--- src/rtl/seq_pkg.sv ---
package seq_pkg;
    typedef enum logic [2:0] {
        OP_STEP   = 3'd0,
        OP_JUMP   = 3'd1,
        OP_CALL   = 3'd2,
        OP_RET    = 3'd3,
        OP_RETI   = 3'd4,
        OP_ARM    = 3'd5,
        OP_MASK   = 3'd6,
        OP_SPARE  = 3'd7
    } seq_op_e;

    typedef enum logic [2:0] {
        CC_ALWAYS = 3'd0,
        CC_Z      = 3'd1,
        CC_NZ     = 3'd2,
        CC_C      = 3'd3,
        CC_NC     = 3'd4
    } seq_cc_e;

    typedef enum logic {
        IE_MASKED = 1'b0,
        IE_ARMED  = 1'b1
    } ie_state_e;
endpackage

--- src/rtl/seq_cond_eval.sv ---
module seq_cond_eval
    import seq_pkg::*;
(
    input  logic [2:0] cond_sel,
    input  logic       zero_in,
    input  logic       carry_in,
    output logic       take
);
    always_comb begin
        unique case (cond_sel)
            CC_Z:    take = zero_in;
            CC_NZ:   take = !zero_in;
            CC_C:    take = carry_in;
            CC_NC:   take = !carry_in;
            default: take = 1'b1;
        endcase
    end
endmodule

--- src/rtl/seq_ret_stack.sv ---
module seq_ret_stack #(
    parameter int DEPTH = 31,
    parameter int AW    = 10
) (
    input  logic          clk,
    input  logic          rst,
    input  logic          push,
    input  logic          pop,
    input  logic [AW-1:0] wdata,
    output logic [AW-1:0] rdata,
    output logic          err
);
    localparam int PW = $clog2(DEPTH);
    localparam int CW = $clog2(DEPTH + 1);
    localparam logic [PW-1:0] LAST = PW'(DEPTH - 1);
    localparam logic [CW-1:0] FULL = CW'(DEPTH);

    logic [AW-1:0] slots [DEPTH];
    logic [PW-1:0] wr_ptr;
    logic [PW-1:0] top_ptr;
    logic [PW-1:0] nxt_ptr;
    logic [CW-1:0] fill;

    assign top_ptr = (wr_ptr == '0) ? LAST : wr_ptr - PW'(1);
    assign nxt_ptr = (wr_ptr == LAST) ? '0 : wr_ptr + PW'(1);
    assign rdata   = slots[top_ptr];

    always_ff @(posedge clk) begin
        if (rst) begin
            for (int i = 0; i < DEPTH; i++) begin
                slots[i] <= '0;
            end
            wr_ptr <= '0;
            fill   <= '0;
            err    <= 1'b0;
        end else if (push) begin
            slots[wr_ptr] <= wdata;
            wr_ptr        <= nxt_ptr;
            if (fill == FULL) begin
                err <= 1'b1;
            end else begin
                fill <= fill + CW'(1);
            end
        end else if (pop) begin
            wr_ptr <= top_ptr;
            if (fill == '0) begin
                err <= 1'b1;
            end else begin
                fill <= fill - CW'(1);
            end
        end
    end

    // the error indication is sticky
    a_r5_err_sticky: assert property (@(posedge clk) disable iff (rst)
        err |=> err);
    // a push into a full store raises the error
    a_r5_full_push: assert property (@(posedge clk) disable iff (rst)
        (push && fill == FULL) |=> err);
    // a pop from an empty store raises the error
    a_r5_empty_pop: assert property (@(posedge clk) disable iff (rst)
        (pop && !push && fill == '0) |=> err);
endmodule

--- src/rtl/prog_seq.sv ---
module prog_seq
    import seq_pkg::*;
#(
    parameter int PC_W      = 10,
    parameter int STK_DEPTH = 31
) (
    input  logic            clk,
    input  logic            rst,
    input  logic            step_en,
    input  logic [2:0]      flow_op,
    input  logic [2:0]      cond_sel,
    input  logic [PC_W-1:0] target,
    input  logic            reti_ie,
    input  logic            zero_in,
    input  logic            carry_in,
    input  logic            irq,
    output logic [PC_W-1:0] pc,
    output logic            irq_ack,
    output logic            int_en,
    output logic            flag_load,
    output logic            zero_rst,
    output logic            carry_rst,
    output logic            stack_err
);
    localparam logic [PC_W-1:0] VECTOR = '1;
    localparam logic [PC_W-1:0] ONE    = PC_W'(1);

    ie_state_e       ie_q, ie_d;
    seq_op_e         op;
    logic            take;
    logic            accept;
    logic            push, pop;
    logic [PC_W-1:0] push_data, pop_data, pc_d;
    logic            reti_exec;

    assign op     = seq_op_e'(flow_op);
    assign accept = step_en && (ie_q == IE_ARMED) && irq;
    assign int_en = (ie_q == IE_ARMED);

    seq_cond_eval u_cond (
        .cond_sel (cond_sel),
        .zero_in  (zero_in),
        .carry_in (carry_in),
        .take     (take)
    );

    seq_ret_stack #(.DEPTH(STK_DEPTH), .AW(PC_W)) u_stack (
        .clk   (clk),
        .rst   (rst),
        .push  (push),
        .pop   (pop),
        .wdata (push_data),
        .rdata (pop_data),
        .err   (stack_err)
    );

    // Next-state and next-address logic
    always_comb begin
        ie_d      = ie_q;
        pc_d      = pc;
        push      = 1'b0;
        pop       = 1'b0;
        push_data = pc + ONE;
        reti_exec = 1'b0;
        if (step_en) begin
            if (accept) begin
                push      = 1'b1;
                push_data = pc;
                pc_d      = VECTOR;
                ie_d      = IE_MASKED;
            end else begin
                pc_d = pc + ONE;
                unique case (op)
                    OP_JUMP: if (take) pc_d = target;
                    OP_CALL: if (take) begin
                        push = 1'b1;
                        pc_d = target;
                    end
                    OP_RET: if (take) begin
                        pop  = 1'b1;
                        pc_d = pop_data;
                    end
                    OP_RETI: begin
                        pop       = 1'b1;
                        pc_d      = pop_data;
                        reti_exec = 1'b1;
                        ie_d      = reti_ie ? IE_ARMED : IE_MASKED;
                    end
                    OP_ARM:  ie_d = IE_ARMED;
                    OP_MASK: ie_d = IE_MASKED;
                    default: ;
                endcase
            end
        end
    end

    // State register
    always_ff @(posedge clk) begin
        if (rst) begin
            ie_q <= IE_MASKED;
        end else begin
            ie_q <= ie_d;
        end
    end

    // Output registers
    always_ff @(posedge clk) begin
        if (rst) begin
            pc        <= '0;
            irq_ack   <= 1'b0;
            flag_load <= 1'b0;
            zero_rst  <= 1'b0;
            carry_rst <= 1'b0;
        end else begin
            pc        <= pc_d;
            irq_ack   <= accept;
            flag_load <= reti_exec;
            if (accept) begin
                zero_rst  <= zero_in;
                carry_rst <= carry_in;
            end
        end
    end

    // no step, no movement
    a_r2_hold_pc: assert property (@(posedge clk) disable iff (rst)
        !step_en |=> $stable(pc));
    // acknowledge coincides with the vector address
    a_r8_ack_vector: assert property (@(posedge clk) disable iff (rst)
        irq_ack |-> (pc == VECTOR));
    // acknowledge comes with interrupts masked
    a_r8_ack_masked: assert property (@(posedge clk) disable iff (rst)
        irq_ack |-> !int_en);
    // acknowledge is a single-cycle pulse
    a_r8_ack_single: assert property (@(posedge clk) disable iff (rst)
        irq_ack |=> !irq_ack);
    // reload strobe and acknowledge never overlap
    a_r9_load_vs_ack: assert property (@(posedge clk) disable iff (rst)
        !(flag_load && irq_ack));
endmodule

--- config.mk ---
export PLATFORM = sky130hd
export DESIGN_NAME = prog_seq
export DESIGN_NICKNAME = d
export VERILOG_FILES = /design/src/rtl/seq_pkg.sv /design/src/rtl/seq_cond_eval.sv /design/src/rtl/seq_ret_stack.sv /design/src/rtl/prog_seq.sv
export SDC_FILE = /design/constraint.sdc
export NUM_CORES = 1
export LEC_CHECK = 0
export ABC_CLOCK_PERIOD_IN_PS = 3500
export BUFFER_PORTS_ARGS = -buffer_cell sky130_fd_sc_hd__buf_4
export CAP_MARGIN = 20
export CORE_MARGIN = 2
export CORE_UTILIZATION = 50
export CTS_CLUSTER_DIAMETER = 150
export DETAILED_ROUTE_END_ITERATION = 6
export PLACE_DENSITY = 0.69
export SLEW_MARGIN = 20
export SYNTH_ARGS = -nofsm -noshare
export SYNTH_HDL_FRONTEND = slang
export SYNTH_HIERARCHICAL = 1
export SYNTH_SLANG_ARGS = --single-unit
--- constraint.sdc ---
create_clock -name clk -period 3.5 [get_ports clk]
set_clock_uncertainty 0.1 [all_clocks]
set_input_delay 0.7 -clock clk [delete_from_list [all_inputs] [get_ports clk]]
set_output_delay 0.7 -clock clk [all_outputs]
set_load 0.02 [all_outputs]
Yosys cells after proc, flatten, opt, wreduce, memory -nomap -nowiden
Memories as Yosys holds them, arrays and structs flattened.
Index checks and enable logic that the tools add are counted.
{"block": "totals", "regBits": 26, "wordCells": 84, "mem_bits_rw": 310, "mem_count": 1, "output_inout_bits": 16, "input_bits": 23}
{"block": "op_classes", "eq_ne": 15, "mux": 38, "reduce_logical": 15, "n_addsub": 5, "n_bitwise": 1}
{"memory": "u_stack.slots", "depth": 31, "word_bits": 10, "read_ports": 1, "rd_clocked_by_memory_dff": 0, "write_ports": 31, "line": "seq_ret_stack.sv:18", "text": "logic [AW-1:0] slots [DEPTH];"}
{"cell": "10-bit 2-to-1 mux", "n": 6}
{"cell": "5-bit 2-to-1 mux", "n": 9}
{"cell": "10-bit one-hot mux with 3 select lines", "n": 1}
{"cell": "1-bit 2-to-1 mux", "n": 19}
{"cell": "3-bit by 2-bit == test with 1-bit output, second input constant", "n": 4}
{"cell": "3-bit == test, second input constant", "n": 4}
{"cell": "10-bit by 1-bit adder with 10-bit output, second input constant", "n": 1}
{"cell": "5-bit by 1-bit adder with 5-bit output, second input constant", "n": 2}
{"cell": "5-bit == test, second input constant", "n": 2}
{"cell": "5-bit zero test", "n": 2}
{"cell": "10-bit OR reduction", "n": 1}
{"cell": "5-bit by 1-bit subtractor with 5-bit output, second input constant", "n": 2}
{"cell": "3-bit by 1-bit == test with 1-bit output, second input constant", "n": 2}
{"cell": "3-bit AND reduction", "n": 2}
{"cell": "2-bit != test, second input constant", "n": 2}
{"cell": "1-bit one-hot mux with 4 select lines", "n": 1}
{"cell": "2-bit nonzero test", "n": 2}
{"cell": "4-bit nonzero test", "n": 1}
{"cell": "1-bit one-hot mux with 3 select lines", "n": 1}
{"cell": "3-bit OR reduction", "n": 1}
{"cell": "1-bit logical AND", "n": 2}
{"cell": "1-bit zero test", "n": 2}
{"cell": "2-bit by 1-bit != test with 1-bit output, second input constant", "n": 1}
{"cell": "1-bit one-hot mux with 2 select lines", "n": 1}
{"cell": "other kinds (3)", "n": 3}

Logic depth before layout (Yosys ltp)
{"block": "depth", "word_depth": 11, "mapped_depth": 16, "depth_no_buf": 14}

By module
The synthesis kept the hierarchy.
{"mod": "seq_ret_stack", "n_inst": 1, "seq_area_each_um2": 9829.4, "area_per_inst_um2": 15521.1, "cells_per_inst": 1075}
{"mod": "prog_seq", "n_inst": 1, "seq_area_each_um2": 300.3, "area_per_inst_um2": 1247.4, "cells_per_inst": 161}
{"mod": "seq_cond_eval", "n_inst": 1, "seq_area_each_um2": 0.0, "area_per_inst_um2": 43.8, "cells_per_inst": 7}

Worst setup path before layout
Ideal clock, no wire load.
{"block": "synth_path", "path_type": "input to register", "startpoint": "input cond_sel[0]", "endpoint": "register u_stack.fill[4]", "path_buffers": 2, "arrival_ns": 3.609, "setup_ns": 0.128, "cell_stages": 15, "path_slack_ns": -0.337, "path_cell_list": "mux2i_1 -> a311oi_1 -> nand2b_1 -> buf_2 -> o21ai_0 -> and2_1 -> clkbuf_1 -> inv_1 -> ha_1 -> nor2b_1 -> o21a_1 -> or3_1 -> a21oi_1 -> xnor2_1 -> nor2_1"}
{"block": "synth_between", "elab_chain_cells": 8, "elab_cells_between_ends": 17}
{"element": "start, declared", "line": "prog_seq.sv:11", "text": "input logic [2:0] cond_sel,"}
{"element": "3-bit == test, or another cell as far along", "line": "seq_cond_eval.sv:10", "text": "unique case (cond_sel)"}
{"element": "1-bit one-hot mux with 4 select lines *", "line": "seq_cond_eval.sv:10"}
{"element": "net take", "line": "prog_seq.sv:30", "text": "logic take;"}
{"element": "1-bit 2-to-1 mux *", "line": "prog_seq.sv:75", "text": "OP_CALL: if (take) begin"}
{"element": "1-bit 2-to-1 mux *", "line": "prog_seq.sv:73", "text": "unique case (op)"}
{"element": "1-bit 2-to-1 mux *", "line": "prog_seq.sv:66", "text": "if (accept) begin"}
{"element": "1-bit 2-to-1 mux *", "line": "prog_seq.sv:65", "text": "if (step_en) begin"}
{"element": "net push", "line": "prog_seq.sv:32", "text": "logic push, pop;"}
{"element": "2-bit != test (no line) / 2-bit nonzero test (equally long branches)"}
{"element": "3-bit AND reduction (no line)"}
{"element": "end signal, assigned", "line": "seq_ret_stack.sv:42", "text": "fill <= fill + CW'(1);"}
{"element": "end signal, assigned", "line": "seq_ret_stack.sv:49", "text": "fill <= fill - CW'(1);"}
{"element": "end, declared", "line": "seq_ret_stack.sv:22", "text": "logic [CW-1:0] fill;"}
The timed path passes the listed nets; every way through them passes the cells marked *.
A chain may end at the register's enable or synchronous reset.

Final worst setup path
{"block": "layout_path", "startpoint": "register u_stack.wr_ptr[0]", "endpoint": "register pc[6]"}
{"block": "layout_between", "elab_chain_cells": 6, "elab_cells_between_ends": 7}
{"element": "start, declared", "line": "seq_ret_stack.sv:19", "text": "logic [PW-1:0] wr_ptr;"}
{"element": "start signal, assigned", "line": "seq_ret_stack.sv:38", "text": "wr_ptr <= nxt_ptr;"}
{"element": "start signal, assigned", "line": "seq_ret_stack.sv:45", "text": "wr_ptr <= top_ptr;"}
{"element": "5-bit by 1-bit subtractor with 5-bit output / 5-bit zero test (equally long branches)", "line": "seq_ret_stack.sv:24", "text": "assign top_ptr = (wr_ptr == '0) ? LAST : wr_ptr - PW'(1);"}
{"element": "5-bit 2-to-1 mux *", "line": "seq_ret_stack.sv:24"}
{"element": "memory read 31 x 10 bit *"}
{"element": "net pop_data[6]", "line": "prog_seq.sv:33", "text": "logic [PC_W-1:0] push_data, pop_data, pc_d;"}
{"element": "10-bit 2-to-1 mux", "line": "prog_seq.sv:79", "text": "OP_RET: if (take) begin"}
{"element": "10-bit one-hot mux with 3 select lines *", "line": "prog_seq.sv:73"}
{"element": "10-bit 2-to-1 mux *", "line": "prog_seq.sv:66"}
{"element": "end signal, assigned", "line": "prog_seq.sv:115", "text": "pc <= pc_d;"}
{"element": "end, declared", "line": "prog_seq.sv:17", "text": "output logic [PC_W-1:0] pc,"}
Marks and branches as above.

==> results.py <==
metrics = {
    "timing": {
        "setup_viol": 0,
        "slew_headroom_pct": 48.8,
        "fmax_ghz": 0.303,
        "finalHoldViolCount": 0,
        "worstMarginPinSlew_ps": 764,
        "setup_tns_ps": 0,
        "min_period_ps": 3300,
        "rsz0062_at_grt": "false",
        "post-route-period-util_pct": 94.2,
        "slew_viol_final": 0,
    },
    "setup_path": {
        "cp_slowest_stage_delay_ps": 550,
        "startpoint": "u_stack/wr_ptr[0]",
        "regToRegSetupSlack_ps": 200,
        "start_kind": "flip-flop",
        "worstPathCellList": "inv_1, ha_4, nand2b_4, o31a_2, buf_4, mux4_2, and3_1, a21oi_1, a41oi_1, a221o_2, nor3_1, nor4_1",
        "crit_fanout": 20,
        "critPathSlowestCell": "mux4_2",
        "crit_end": "pc[6]",
        "cp.arrival_ps": 3600,
        "r2r_end": "pc[6]",
        "path_class": "flip-flop to flip-flop",
        "crit_required_ps": 3810,
        "endpoint_kind": "flip-flop",
        "reg2regPathDepth": 12,
        "r2r_start": "u_stack/wr_ptr[0]",
    },
    "synthesis": {
        "synthFlopType": "edfxtp_1",
        "synth_top_area_share_pct": 57.2,
        "netlist_area_mm2": 0.0168,
        "synthTopCellsByCount": "320 x edfxtp_1, 313 x and2_1, 86 x clkbuf_1, 80 x mux4_2, 64 x nor2_1",
        "yosysTopAreaCell": "edfxtp_1",
        "syn_nets": 1276,
        "async_flop_share_pct": 0,
        "synthDistinctLibCells": 66,
        "yosysWarningCount": 6,
        "seq_area_frac_synth_pct": 60.3,
        "synth_edf_count": 320,
        "synth_area_per_cell_um2": 13.5,
        "syn_inst": 1243,
        "yosys-top-cells-area": "edfxtp_1 57%, and2_1 12%, mux4_2 11%, dfxtp_1 3.1%, clkbuf_1 1.9%",
        "synth_seq_cells": 346,
        "synth.most_common_cell": "edfxtp_1",
    },
    "route": {
        "routed_wl_um": 40100,
        "via_per_inst": 5.82,
        "drc": 0,
        "drtPass1Iterations": 5,
        "ant_nets": 0,
        "num_vias": 10300,
        "wl_per_cell_um": 22.7,
        "drtIter0Drc": 1088,
    },
    "floorplanning": {
        "die_area_mm2": 0.0351,
        "row_count": 67,
        "die_y_um": 187,
        "io_pins": 39,
        "fp.dieW_um": 187,
        "start_util_pct": 50.5,
        "design.core.area_mm2": 0.0333,
    },
    "clock_tree": {
        "cts.sinks": 346,
        "cts_max_level": 2,
        "clk_latency_ps": 530,
        "cts_resized": 0,
        "cts-root-buf": "clkbuf_16",
        "cts_tree": "yes",
        "post_cts_buffers": 0,
        "cts_buffer_depth": 3,
        "cts_buffers": 37,
        "clkTransAtPathRegs_ps": 70,
        "cts_hold_buffers": 0,
    },
    "global_route": {
        "grt_max_degree": 35,
        "grt_pass1_wl_um": 62100,
        "overflow": 0,
        "antenna_found_initial": 1,
        "track_usage_pct": 23.3,
        "grt_pass1_vias": 10200,
    },
    "cells_and_area": {
        "layout.nets": 1325,
        "area_delta_synth_final_pct": 13.9,
        "layout-drive-gt1-share_pct": 23.7,
        "num_antenna_cells": 0,
        "fill_cells": 2627,
    },
    "placed_design": {
        "place_congestion": 0.902,
        "hpwlAfterDp_um": 27100,
        "io_buffers": 38,
    },
    "power": {
        "p_total_mw": 10.5,
        "vdd_drop_max_mv": 0.336,
        "leakagePower_nw": 7.09,
        "power_density_mw_per_mm2": 549,
    },
    "run_status": {
        "status": "complete, no violations",
    },
    "run": {
        "maxCapViolCount": 0,
    },
    "worst_hold_path": {
        "hp-class": "primary input to flip-flop",
    },
}
## sequential cells by signal (all words and copies together), names as in the netlist
signal	flops
u_stack/slots	320
pc	10
u_stack/fill	5
u_stack/wr_ptr	5
carry_rst	1
flag_load	1
int_en	1
irq_ack	1
u_stack/err	1
zero_rst	1
## critical path: cells and delay by family, from the launching register on
family | cells | cell delay (ps)
buffers and inverters | 2 | 490
AOI/OAI and AO/OA | 4 | 1040
adders and majority gates | 1 | 200
DFF | 1 | 330
and+or+nand+nor | 4 | 480
muxes | 1 | 550
## how the worst min path moves through the flow
| stage | start | slack [ps] | end | cells past startpoint |
|---|---|---|---|---|
| global route | carry_in | 330 | carry_rst | 3 |
| detailed placement | zero_rst | 400 | zero_rst | 2 |
| floorplan | u_stack/fill[3] | 400 | u_stack/fill[3] | 2 |
| global placement | u_stack/err | 360 | u_stack/err | 2 |
| CTS | carry_in | 320 | carry_rst | 3 |
| finish | carry_in | 340 | carry_rst | 3 |
## through the flow
step	area [µm²]	setup WS [ps]	std cells	hold WS, ps	util, %
floorplan	16800	16.1	1243	404	-
CTS	19100	192	1769	318	57.5
global placement	17900	150	1701	357	53.8
detailed placement	17900	150	1701	399	53.8
global route	19100	10.7	1769	332	57.5
finish	19100	204	1769	336	57.5
## layout by cell type, fill, tap and decap left out, drive strengths merged, types with 9 or more instances in the layout
cell type	instances
and3	12
mux2i	13
a32o	10
nand2	63
dfxtp	26
ha	9
and2	313
xnor2	15
buf	119
inv	17
edfxtp	320
clkinv	14
o21ai	9
a21oi	35
a41oi	12
nand3	9
nor2	64
mux4	80
or2	35
nor3	13
clkbuf	45
## cells by family after synthesis
group                      share of synthesized area [%]
muxes                                               11.6
adders and majority gates                          0.968
DFF                                                 60.3
buffers and inverters                               3.31
and+or+nand+nor                                     18.2
AOI/OAI and AO/OA                                   4.66
xor gates and xnor gates                           0.990
## layout make-up
class / count / area, µm² / area share [%]
clock buffer: 45 / 998 / 5.22
timing repair buffer: 119 / 931 / 4.86
tap: 448 / 561 / 2.93
multi-input combinational: 773 / 6220 / 32.5
inverter: 15 / 56.3 / 0.294
clock inverter: 23 / 245 / 1.28
sequential: 346 / 10100 / 52.9
## routing by layer
metal / part of all wire (%) / vias to the layer above / global-route usage (%)
met5: 0 / - / 0
li1: - / 4607 / -
met4: 6.0 / 0 / 12.7
met3: 6.5 / 120 / 3.55
met1: 44 / 5134 / 33.4
met2: 44 / 434 / 34.6
## report_power, final
group / total, mW / switching [mW] / internal, mW
clock network: 4.01 / 1.60 / 2.41
registers: 4.74 / 0.0890 / 4.65
logic: 1.76 / 1.01 / 0.757
total: 10.5 / 2.69 / 7.82
(Power assumes the default switching activity.)
